`src/rtl/lat_est_pkg.sv`:
```
package lat_est_pkg;

   typedef enum logic [1:0] {
      ACC_HIT    = 2'd0,
      ACC_MISS   = 2'd1,
      ACC_CLOSED = 2'd2
   } acc_kind_e;

endpackage

```
`src/rtl/lat_est_classify.sv`:
```
module lat_est_classify
   import lat_est_pkg::*;
#(
   parameter int TIME_W = 32,
   parameter int ROW_W  = 14,
   parameter int TPAR_W = 8
) (
   input  logic                row_open,
   input  logic [ROW_W-1:0]    open_row,
   input  logic [ROW_W-1:0]    req_row,
   input  logic [TIME_W-1:0]   arrival,
   input  logic [TIME_W-1:0]   free_at,
   input  logic [TPAR_W-1:0]   t_rp,
   output acc_kind_e           kind,
   output logic [TIME_W-1:0]   wait_free,
   output logic [TIME_W+1:0]   proj_act
);
   localparam int EXT_W = TIME_W + 2;

   logic               late_free;
   logic [EXT_W-1:0]   ready_ext;
   logic [EXT_W-1:0]   pre_ext;

   always_comb begin
      if (!row_open)                kind = ACC_CLOSED;
      else if (open_row == req_row) kind = ACC_HIT;
      else                          kind = ACC_MISS;
   end

   assign late_free = free_at > arrival;
   assign wait_free = late_free ? (free_at - arrival) : '0;
   assign ready_ext = {2'b00, (late_free ? free_at : arrival)};
   assign pre_ext   = (kind == ACC_MISS) ? EXT_W'(t_rp) : '0;
   assign proj_act  = ready_ext + pre_ext;

endmodule

```
`src/rtl/lat_est_act_stall.sv`:
```
module lat_est_act_stall #(
   parameter int TIME_W = 32
) (
   input  logic [TIME_W+1:0] proj_act,
   input  logic [TIME_W-1:0] act_allowed,
   output logic [TIME_W+1:0] stall
);
   localparam int EXT_W = TIME_W + 2;

   logic [EXT_W-1:0] allowed_ext;

   assign allowed_ext = {2'b00, act_allowed};
   assign stall       = (allowed_ext > proj_act) ? (allowed_ext - proj_act) : '0;

endmodule

```
`src/rtl/lat_est_sum.sv`:
```
module lat_est_sum
   import lat_est_pkg::*;
#(
   parameter int TIME_W = 32,
   parameter int TPAR_W = 8,
   parameter int LAT_W  = 32
) (
   input  acc_kind_e          kind,
   input  logic [TIME_W-1:0]  wait_free,
   input  logic [TIME_W+1:0]  stall,
   input  logic [TPAR_W-1:0]  t_rp,
   input  logic [TPAR_W-1:0]  t_rcd,
   input  logic [TPAR_W-1:0]  t_cl,
   output logic [LAT_W-1:0]   acc_lat,
   output logic [LAT_W-1:0]   bank_lat,
   output logic               row_hit
);
   localparam int SUM_W = TIME_W + 4;

   logic [SUM_W-1:0] fixed;
   logic [SUM_W-1:0] stall_used;
   logic [SUM_W-1:0] acc_raw;

   function automatic logic [LAT_W-1:0] sat_lat(input logic [SUM_W-1:0] v);
      if (|v[SUM_W-1:LAT_W]) return '1;
      return v[LAT_W-1:0];
   endfunction

   always_comb begin
      unique case (kind)
         ACC_HIT:  fixed = SUM_W'(t_cl);
         ACC_MISS: fixed = SUM_W'(t_rp) + SUM_W'(t_rcd) + SUM_W'(t_cl);
         default:  fixed = SUM_W'(t_rcd) + SUM_W'(t_cl);
      endcase
   end

   assign stall_used = (kind == ACC_HIT) ? '0 : SUM_W'(stall);
   assign acc_raw    = SUM_W'(wait_free) + stall_used + fixed;
   assign acc_lat    = sat_lat(acc_raw);
   assign bank_lat   = sat_lat(fixed);
   assign row_hit    = (kind == ACC_HIT);

endmodule

```
`src/rtl/lat_est_bank_open_page.sv`:
```
module lat_est_bank_open_page
   import lat_est_pkg::*;
#(
   parameter int TIME_W  = 32,
   parameter int ROW_W   = 14,
   parameter int TPAR_W  = 8,
   parameter int LAT_W   = 32,
   parameter int LATENCY = 2
) (
   input  logic               clk,
   input  logic               rst_n,
   input  logic               in_valid,
   input  logic [TIME_W-1:0]  arrival,
   input  logic               row_open,
   input  logic [ROW_W-1:0]   open_row,
   input  logic [ROW_W-1:0]   req_row,
   input  logic [TIME_W-1:0]  free_at,
   input  logic [TIME_W-1:0]  act_allowed,
   input  logic [TPAR_W-1:0]  t_rp,
   input  logic [TPAR_W-1:0]  t_rcd,
   input  logic [TPAR_W-1:0]  t_cl,
   output logic               out_valid,
   output logic [LAT_W-1:0]   acc_lat,
   output logic [LAT_W-1:0]   bank_lat,
   output logic               row_hit
);
   localparam int EXT_W = TIME_W + 2;

   if (LATENCY < 1 || LATENCY > 2) begin : g_bad_latency
      $error("LATENCY must be 1 or 2");
   end
   if (LAT_W < TPAR_W + 2 || LAT_W > TIME_W + 3) begin : g_bad_lat_w
      $error("LAT_W must lie in TPAR_W+2 .. TIME_W+3");
   end
   if (TIME_W < 8 || ROW_W < 1 || TPAR_W < 2) begin : g_bad_widths
      $error("TIME_W, ROW_W or TPAR_W too small");
   end

   // stage 1: classify and project the activate time
   acc_kind_e          s1_kind;
   logic [TIME_W-1:0]  s1_wait;
   logic [EXT_W-1:0]   s1_proj;

   lat_est_classify #(
      .TIME_W (TIME_W),
      .ROW_W  (ROW_W),
      .TPAR_W (TPAR_W)
   ) u_classify (
      .row_open  (row_open),
      .open_row  (open_row),
      .req_row   (req_row),
      .arrival   (arrival),
      .free_at   (free_at),
      .t_rp      (t_rp),
      .kind      (s1_kind),
      .wait_free (s1_wait),
      .proj_act  (s1_proj)
   );

   // stage boundary, chosen by LATENCY
   logic               s2_valid;
   acc_kind_e          s2_kind;
   logic [TIME_W-1:0]  s2_wait;
   logic [EXT_W-1:0]   s2_proj;
   logic [TIME_W-1:0]  s2_allowed;
   logic [TPAR_W-1:0]  s2_rp;
   logic [TPAR_W-1:0]  s2_rcd;
   logic [TPAR_W-1:0]  s2_cl;

   if (LATENCY == 2) begin : g_mid_reg
      always_ff @(posedge clk or negedge rst_n) begin
         if (!rst_n) begin
            s2_valid   <= 1'b0;
            s2_kind    <= ACC_CLOSED;
            s2_wait    <= '0;
            s2_proj    <= '0;
            s2_allowed <= '0;
            s2_rp      <= '0;
            s2_rcd     <= '0;
            s2_cl      <= '0;
         end else begin
            s2_valid <= in_valid;
            if (in_valid) begin
               s2_kind    <= s1_kind;
               s2_wait    <= s1_wait;
               s2_proj    <= s1_proj;
               s2_allowed <= act_allowed;
               s2_rp      <= t_rp;
               s2_rcd     <= t_rcd;
               s2_cl      <= t_cl;
            end
         end
      end
   end else begin : g_mid_wire
      assign s2_valid   = in_valid;
      assign s2_kind    = s1_kind;
      assign s2_wait    = s1_wait;
      assign s2_proj    = s1_proj;
      assign s2_allowed = act_allowed;
      assign s2_rp      = t_rp;
      assign s2_rcd     = t_rcd;
      assign s2_cl      = t_cl;
   end

   // stage 2: activation-window stall and totals
   logic [EXT_W-1:0]  s2_stall;
   logic [LAT_W-1:0]  s2_acc;
   logic [LAT_W-1:0]  s2_bank;
   logic              s2_hit;

   lat_est_act_stall #(
      .TIME_W (TIME_W)
   ) u_stall (
      .proj_act    (s2_proj),
      .act_allowed (s2_allowed),
      .stall       (s2_stall)
   );

   lat_est_sum #(
      .TIME_W (TIME_W),
      .TPAR_W (TPAR_W),
      .LAT_W  (LAT_W)
   ) u_sum (
      .kind      (s2_kind),
      .wait_free (s2_wait),
      .stall     (s2_stall),
      .t_rp      (s2_rp),
      .t_rcd     (s2_rcd),
      .t_cl      (s2_cl),
      .acc_lat   (s2_acc),
      .bank_lat  (s2_bank),
      .row_hit   (s2_hit)
   );

   always_ff @(posedge clk or negedge rst_n) begin
      if (!rst_n) begin
         out_valid <= 1'b0;
         acc_lat   <= '0;
         bank_lat  <= '0;
         row_hit   <= 1'b0;
      end else begin
         out_valid <= s2_valid;
         if (s2_valid) begin
            acc_lat  <= s2_acc;
            bank_lat <= s2_bank;
            row_hit  <= s2_hit;
         end
      end
   end

endmodule

```
`config.mk`:
```
export PLATFORM = sky130hd
export DESIGN_NAME = lat_est_bank_open_page
export DESIGN_NICKNAME = d
export VERILOG_FILES = /design/src/rtl/lat_est_pkg.sv /design/src/rtl/lat_est_classify.sv /design/src/rtl/lat_est_act_stall.sv /design/src/rtl/lat_est_sum.sv /design/src/rtl/lat_est_bank_open_page.sv
export SDC_FILE = /design/constraint.sdc
export NUM_CORES = 1
export LEC_CHECK = 0
export BUFFER_PORTS_ARGS = -buffer_cell sky130_fd_sc_hd__buf_2
export CAP_MARGIN = 20
export CORE_AREA = 5 5 165 167
export CTS_CLUSTER_SIZE = 30
export DETAILED_ROUTE_END_ITERATION = 10
export DIE_AREA = 0 0 170 172
export PLACE_DENSITY = 0.84
export SLEW_MARGIN = 20
export SYNTH_ARGS = -nofsm -noshare
export SYNTH_HDL_FRONTEND = slang
export SYNTH_SLANG_ARGS = --single-unit
```
`constraint.sdc`:
```
create_clock -name clk -period 12.25 [get_ports clk]
set_input_delay 0.6125 -clock clk [delete_from_list [all_inputs] [get_ports clk]]
set_output_delay 0.6125 -clock clk [all_outputs]
set_load 0.02 [all_outputs]
```
==> flow_summary.toml, run 1 <==
[place]
dp_hpwl_um = 33200
port_buffers = 195
gp_congestion = 0.963
dp.cells = 2189

[route]
antenna_left = 0
drc = 0
drt_iter0_markers = 1368
vias = 13600
wirelength_um = 42300
firstDrtPassIters = 5
routedWlPerCell_um = 19.1
via_per_inst = 6.10

[yosys]
synth-async-reset-ratio_pct = 100
netlist_area_mm2 = 0.0149
yosys_warnings = 0
postSynthAreaPerCell_um2 = 8.73
netlist.area_leader.share_pct = 28.1
synthFlopType = "dfrtp_1"
yosysSeqAreaShare_pct = 28.3
synth_top_cell_by_area = "dfrtp_1"
yosysUniqueCellTypes = 85
yosys-top-cells-area = "dfrtp_1, ha_1, xnor2_1, a21oi_1, mux2_2"
synth_edf_count = 0
yosys_register_bits = 168
syn_inst = 1704

[finish]
fin_cells = 2221
multi_input_area_mm2 = 0.00988
layout.nets = 2192
layout_common_cells = "buf_2, dfrtp_1, ha_1"
antenna_cells = 0
post_route_cells_drive_above_1_share_pct = 16.9
fillCellCount = 2113
syn_to_final_growth_pct = 12.1
final_common_cell = "buf_2"
fin_util_pct = 65.1
ff_latch_area_mm2 = 0.00421

[grt]
grtUsageTotal_pct = 28.4
grt_pass1_vias = 12900
grt_max_degree = 90
overflow = 0
antenna_found_initial = 0
grt_pass1_wl_um = 67200

[critical_path]
required_ns = 12.58
crit_family = "compound AO/OA/AOI/OAI gates"
worst-setup-path-type = "reg2reg"
crit_arrival_ns = 7.44
cp_num_buf_inv = 2
worst_path_largest_cell_delay_ns = 0.63
start_kind = "register"
cp_slowest_cell = "nand2_1"
cp_max_fo = 32
worstPathCellList = "ha_1, fa_1, nand2b_1, a21oi_1, o2111ai_1, a21oi_1, nor4_1, nor2_1, nand2_1, or2_2, fa_1, inv_1, ha_1, fa_1, a211oi_1, o211ai_1, nand3_1, a21oi_1, o2111a_1, and4b_1, o31a_1, o31ai_4, buf_4, o32a_1"
r2r_cells = 24
r2r-start = "s2_proj[0]$_DFFE_PN0P_"
worstSetupEndpointType = "register"
r2r_setup_slack_ns = 5.14
rr_endpoint = "acc_lat[8]$_DFFE_PN0P_"

[die]
num_rows = 59
pin_count = 218
dieHeight_um = 172
core_area_mm2 = 0.0256
dieArea_mm2 = 0.0292
die_w_um = 170
initial_core_util_pct = 58.1

[cts]
cts_buffers = 17
clockRootBuffer = "clkbuf_16"
cts_tree = "yes"
cts.sinks = 168
htreeDepth = 4
cts_resized = 0
ctsHoldBuffers = 0
cts_max_path_buffers = 2
clk_latency_ns = 0.45
cts.clk_slew.worst_paths_ns = 0.08
post_cts_buffers = 0

[timing]
fin_skew_ns = 0.0111
timing.max_slew.rel_slack_pct = 33.5
tns_ns = 0
hold_violations = 0
fin_crit_sh_pct = 58.1
fmax_ghz = 0.141
setup_viol = 0
rsz0062_at_grt = "no"
drv_slew = 0
worstMarginPinSlew_ns = 0.995
min_period_ns = 7.11

[power_and_ir_drop]
p_leak_nw = 8.04
vdd_drop_max_mv = 0.121
p_per_area_mw_per_mm2 = 159

[run_status]
status = "completed"

[worst_hold_path]
min_path_type = "in2async"

[job]
maxCapViolations = 0
through the flow:
step	hold WS (ns)	instance area [um2]	total power, mW	worst slack, ns
after floorplan	0.317	15000	1.71	6.62
after global placement	0.472	16100	2.04	5.44
after detailed placement	0.473	16100	2.07	5.23
after CTS	0.254	16700	2.64	5.18
after global routing	0.310	16700	2.83	4.64
final	0.240	16700	2.65	5.14
Yosys cell counts (5+ instances only):
library cell,count
a41oi_1,5
nor2b_1,12
and4_1,13
o2111ai_1,7
o2bb2ai_1,16
nand2_1,123
o21ai_0,111
buf_2,7
a31oi_1,12
a22o_1,6
fa_1,17
nor2_1,100
xor2_1,47
clkbuf_1,42
a211o_1,7
mux2_2,60
inv_1,138
a211oi_1,15
o211ai_1,11
nand4_1,15
o21a_1,14
nand3_1,50
o31ai_1,10
buf_4,22
nor4_1,8
dfrtp_1,167
or3_1,14
and2_1,16
a21o_1,39
nor3_1,26
o22a_1,31
o31a_1,8
xnor2_1,83
and3_1,22
a21boi_0,8
ha_1,150
mux2i_1,17
o22ai_1,6
nand2b_1,13
o21bai_1,17
a21oi_1,140
how the worst max path moves through the flow:
stage / startpoint / to / slack (ns) / depth (start not counted)
3_3_place_gp: s2_proj[0]$_DFFE_PN0P_ / acc_lat[8]$_DFFE_PN0P_ / 5.44 / 24
5_1_grt: s2_proj[0]$_DFFE_PN0P_ / acc_lat[8]$_DFFE_PN0P_ / 4.64 / 24
4_1_cts: s2_proj[0]$_DFFE_PN0P_ / acc_lat[8]$_DFFE_PN0P_ / 5.18 / 24
6_report: s2_proj[0]$_DFFE_PN0P_ / acc_lat[8]$_DFFE_PN0P_ / 5.14 / 24
3_5_place_dp: s2_proj[0]$_DFFE_PN0P_ / acc_lat[8]$_DFFE_PN0P_ / 5.23 / 24
2_1_floorplan: free_at[0] / s2_proj[18]$_DFFE_PN0P_ / 6.62 / 27
flip-flops by register name, indices dropped and copies added (netlist names):
| name | count |
|---|---|
| acc_lat | 32 |
| s2_wait | 32 |
| s2_allowed | 32 |
| s2_proj | 33 |
| s2_valid | 1 |
| s2_rp | 8 |
| row_hit | 1 |
| bank_lat | 10 |
| s2_cl | 8 |
| out_valid | 1 |
| s2_rcd | 8 |
| s2_kind | 2 |
cells by family after synthesis:
kind of cell,count (synthesis),share of synthesized area [%]
adders and majority gates,167,14.9
other,1,0.0252
and+or+nand+nor,436,14.6
xor gates and xnor gates,130,7.65
buffers and inverters,215,6.04
muxes,77,5.69
AOI/OAI and AO/OA,510,22.9
DFF,168,28.3
layer usage:
| layer | vias to the layer above | GRT usage, % | routed length (um) |
|---|---|---|---|
| met1 | 6396 | 42.7 | 19300 |
| met5 | - | 0 | 0 |
| met3 | 54 | 4.48 | 3600 |
| met4 | 0 | 7.50 | 763 |
| met2 | 631 | 42.7 | 18700 |
| li1 | 6475 | - | - |
area by class of cell:
| cell class | instances | area share, % |
|---|---|---|
| timing repair buffer | 203 | 6.29 |
| multi-input combinational | 1343 | 59.2 |
| sequential | 168 | 25.2 |
| tap | 335 | 2.51 |
| clock buffer | 17 | 2.55 |
| inverter | 140 | 3.15 |
| clock inverter | 15 | 1.04 |
power breakdown:
| group | switching, mW | internal (mW) | total (mW) |
|---|---|---|---|
| clock network | 0.273 | 0.277 | 0.550 |
| logic | 0.803 | 0.547 | 1.35 |
| registers | 0.0800 | 0.670 | 0.750 |
worst register-to-register path: stages (launching register included):
cell	delay [ns]
dfrtp_1	0.40
ha_1	0.24
fa_1	0.39
nand2b_1	0.19
a21oi_1	0.27
o2111ai_1	0.20
a21oi_1	0.35
nor4_1	0.12
nor2_1	0.25
nand2_1	0.63
or2_2	0.56
fa_1	0.49
inv_1	0.04
ha_1	0.22
fa_1	0.43
a211oi_1	0.30
o211ai_1	0.19
nand3_1	0.15
a21oi_1	0.13
o2111a_1	0.27
and4b_1	0.24
o31a_1	0.17
o31ai_4	0.08
buf_4	0.28
o32a_1	0.39
Note: power is estimated with default switching activity, not from simulation.
==> run 2: changes to the inputs <==
==> constraint.sdc (replaced) <==
create_clock -name clk -period 6.95 [get_ports clk]
set_input_delay 0.3475 -clock clk [delete_from_list [all_inputs] [get_ports clk]]
set_output_delay 0.3475 -clock clk [all_outputs]
set_load 0.02 [all_outputs]
==> run 2 against run 1 <==
- register-to-register slack got worse by 4.8 ns
- non-clock buffer count rose by 6
- critical path type unchanged
- largest cell class unchanged
- power rose by 76%
- setup slack got worse by 4.8 ns
- worst hold slack got worse by 0.24 ns
- utilization rose by 0.20 points
- clock power rose by 79%
- final cell count rose by 0.27%
- global-route usage fell by 0.35 points
==> flow_summary.toml, run 2 (same netlist as run 1, synthesis figures left out) <==
[finish]
post_route_cells_drive_above_1_share_pct = 17.2
largest_reg_flops = 33
layout.nets = 2198
fin_util_pct = 65.3
final_common_cell = "buf_2"
antenna_cells = 0
top_register = "s2_proj"
layout_common_cells = "buf_2, dfrtp_1, ha_1"
syn_to_final_growth_pct = 12.4

[critical_path]
start_kind = "register"
worst_path_largest_cell_delay_ns = 0.52
r2r-start = "s2_rcd[0]$_DFFE_PN0P_"
crit_arrival_ns = 6.90
worstSetupEndpointType = "register"
r2r_setup_slack_ns = 0.37
r2r_cells = 26
worst-setup-path-type = "reg2reg"
cp_slowest_cell = "fa_1"
cp_max_fo = 25
rr_endpoint = "acc_lat[8]$_DFFE_PN0P_"
required_ns = 7.27

[power_and_ir_drop]
p_sw_mw = 2.01
power.internal_mw = 2.66
pwr-share-seq_pct = 28.3
p_sw_share_pct = 43.0
p_leak_nw = 8.07
vdd_drop_max_mv = 0.190
power_frac_comb_pct = 50.6
p_per_area_mw_per_mm2 = 279
clockPowerShare_pct = 21.0

[cts]
cts_max_path_buffers = 2
htreeDepth = 4
cts_tree = "yes"
clk_latency_ns = 0.44
ctsHoldBuffers = 0
cts_resized = 0
cts.clk_slew.worst_paths_ns = 0.07
cts_buffers = 17
clockRootBuffer = "clkbuf_16"
post_cts_buffers = 0
cts.sinks = 168

[die]
die_w_um = 170
initial_core_util_pct = 58.1
pin_count = 218
dieHeight_um = 172
dieArea_mm2 = 0.0292
num_rows = 59
core_area_mm2 = 0.0256

[route]
wirelength_um = 41700
routedWlPerCell_um = 18.7
vias = 13600
firstDrtPassIters = 6
antenna_left = 0
drt_iter0_markers = 1161
via_per_inst = 6.11
drc = 0

[run_status]
status = "completed"

[timing]
drv_slew = 0
timing.max_slew.rel_slack_pct = 34.0
fin_crit_sh_pct = 94.6
tns_ns = 0
fin_skew_ns = 0.0159
worstMarginPinSlew_ns = 0.965
hold_violations = 0
fmax_ghz = 0.152
holdWs_ns = 0.00386
rsz0062_at_grt = "no"
min_period_ns = 6.58
setup_viol = 0

[grt]
grtUsageTotal_pct = 28.0
grt_max_degree = 100
grt_pass1_vias = 12700
antenna_found_initial = 0
overflow = 0
grt_pass1_wl_um = 66500

[job]
maxCapViolations = 0

[place]
gp_congestion = 0.950
dp_hpwl_um = 32900
port_buffers = 195

[worst_hold_path]
min_path_type = "in2async"
## run 2: layer usage
metal | up-vias | routed length [um] | GRT usage, % | part of all wire (%)
met2 | 549 | 18100 | 42.0 | 43
met3 | 66 | 3020 | 3.73 | 7.2
met1 | 6514 | 19600 | 42.7 | 47
met4 | 0 | 935 | 7.60 | 2.2
li1 | 6483 | - | - | -
met5 | - | 0 | 0 | 0
## run 2: critical path: cells and delay by family (launching register included)
kind	cells	cell delay (ns)
adder cells (fa/ha/maj)	5	1.82
buffers and inverters	4	0.40
AND/OR/NAND/NOR	2	0.37
flip-flops	1	0.38
AO/OA/AOI/OAI	15	3.48
## run 2: worst max-delay path by stage
| stage | from | end | slack, ns | cells past startpoint |
|---|---|---|---|---|
| floorplan | s2_proj[0]$_DFFE_PN0P_ | acc_lat[10]$_DFFE_PN0P_ | 1.39 | 25 |
| CTS | s2_proj[0]$_DFFE_PN0P_ | acc_lat[8]$_DFFE_PN0P_ | 0.42 | 24 |
| finish | s2_rcd[0]$_DFFE_PN0P_ | acc_lat[8]$_DFFE_PN0P_ | 0.37 | 26 |
| detailed placement | s2_rcd[0]$_DFFE_PN0P_ | acc_lat[8]$_DFFE_PN0P_ | 0.48 | 27 |
| global route | s2_proj[0]$_DFFE_PN0P_ | acc_lat[8]$_DFFE_PN0P_ | 0.06 | 24 |
| global placement | s2_proj[0]$_DFFE_PN0P_ | acc_lat[8]$_DFFE_PN0P_ | 0.70 | 24 |
## run 2: cell type report
| type | instances | area (um2) |
|---|---|---|
| Clock buffer | 17 | 425 |
| Clock inverter | 15 | 180 |
| Fill cell | 2123 | 8890 |
| Inverter | 140 | 526 |
| Multi-Input combinational cell | 1343 | 9880 |
| Sequential cell | 168 | 4210 |
| Tap cell | 335 | 419 |
| Timing Repair Buffer | 209 | 1090 |
## run 2: power by group through the flow
stage	Clock [mW]	Sequential (mW)	Combinational [mW]
5_1_grt	1.04	1.34	2.62
2_1_floorplan	0	1.42	1.60
3_3_place_gp	0	1.33	2.28
4_1_cts	0.989	1.32	2.34
6_report	0.982	1.32	2.36
3_5_place_dp	0	1.34	2.31
## run 2: through the flow
stage                     power [mW]  worst slack, ns  instances  instance area [um2]
after detailed placement        3.65            0.483       2195                16100
after CTS                       4.65            0.418       2227                16700
after global placement          3.61            0.705       2195                16100
after floorplan                 3.02             1.39       1726                15000
after global routing            5.00           0.0551       2227                16700
final                           4.67            0.374       2227                16700
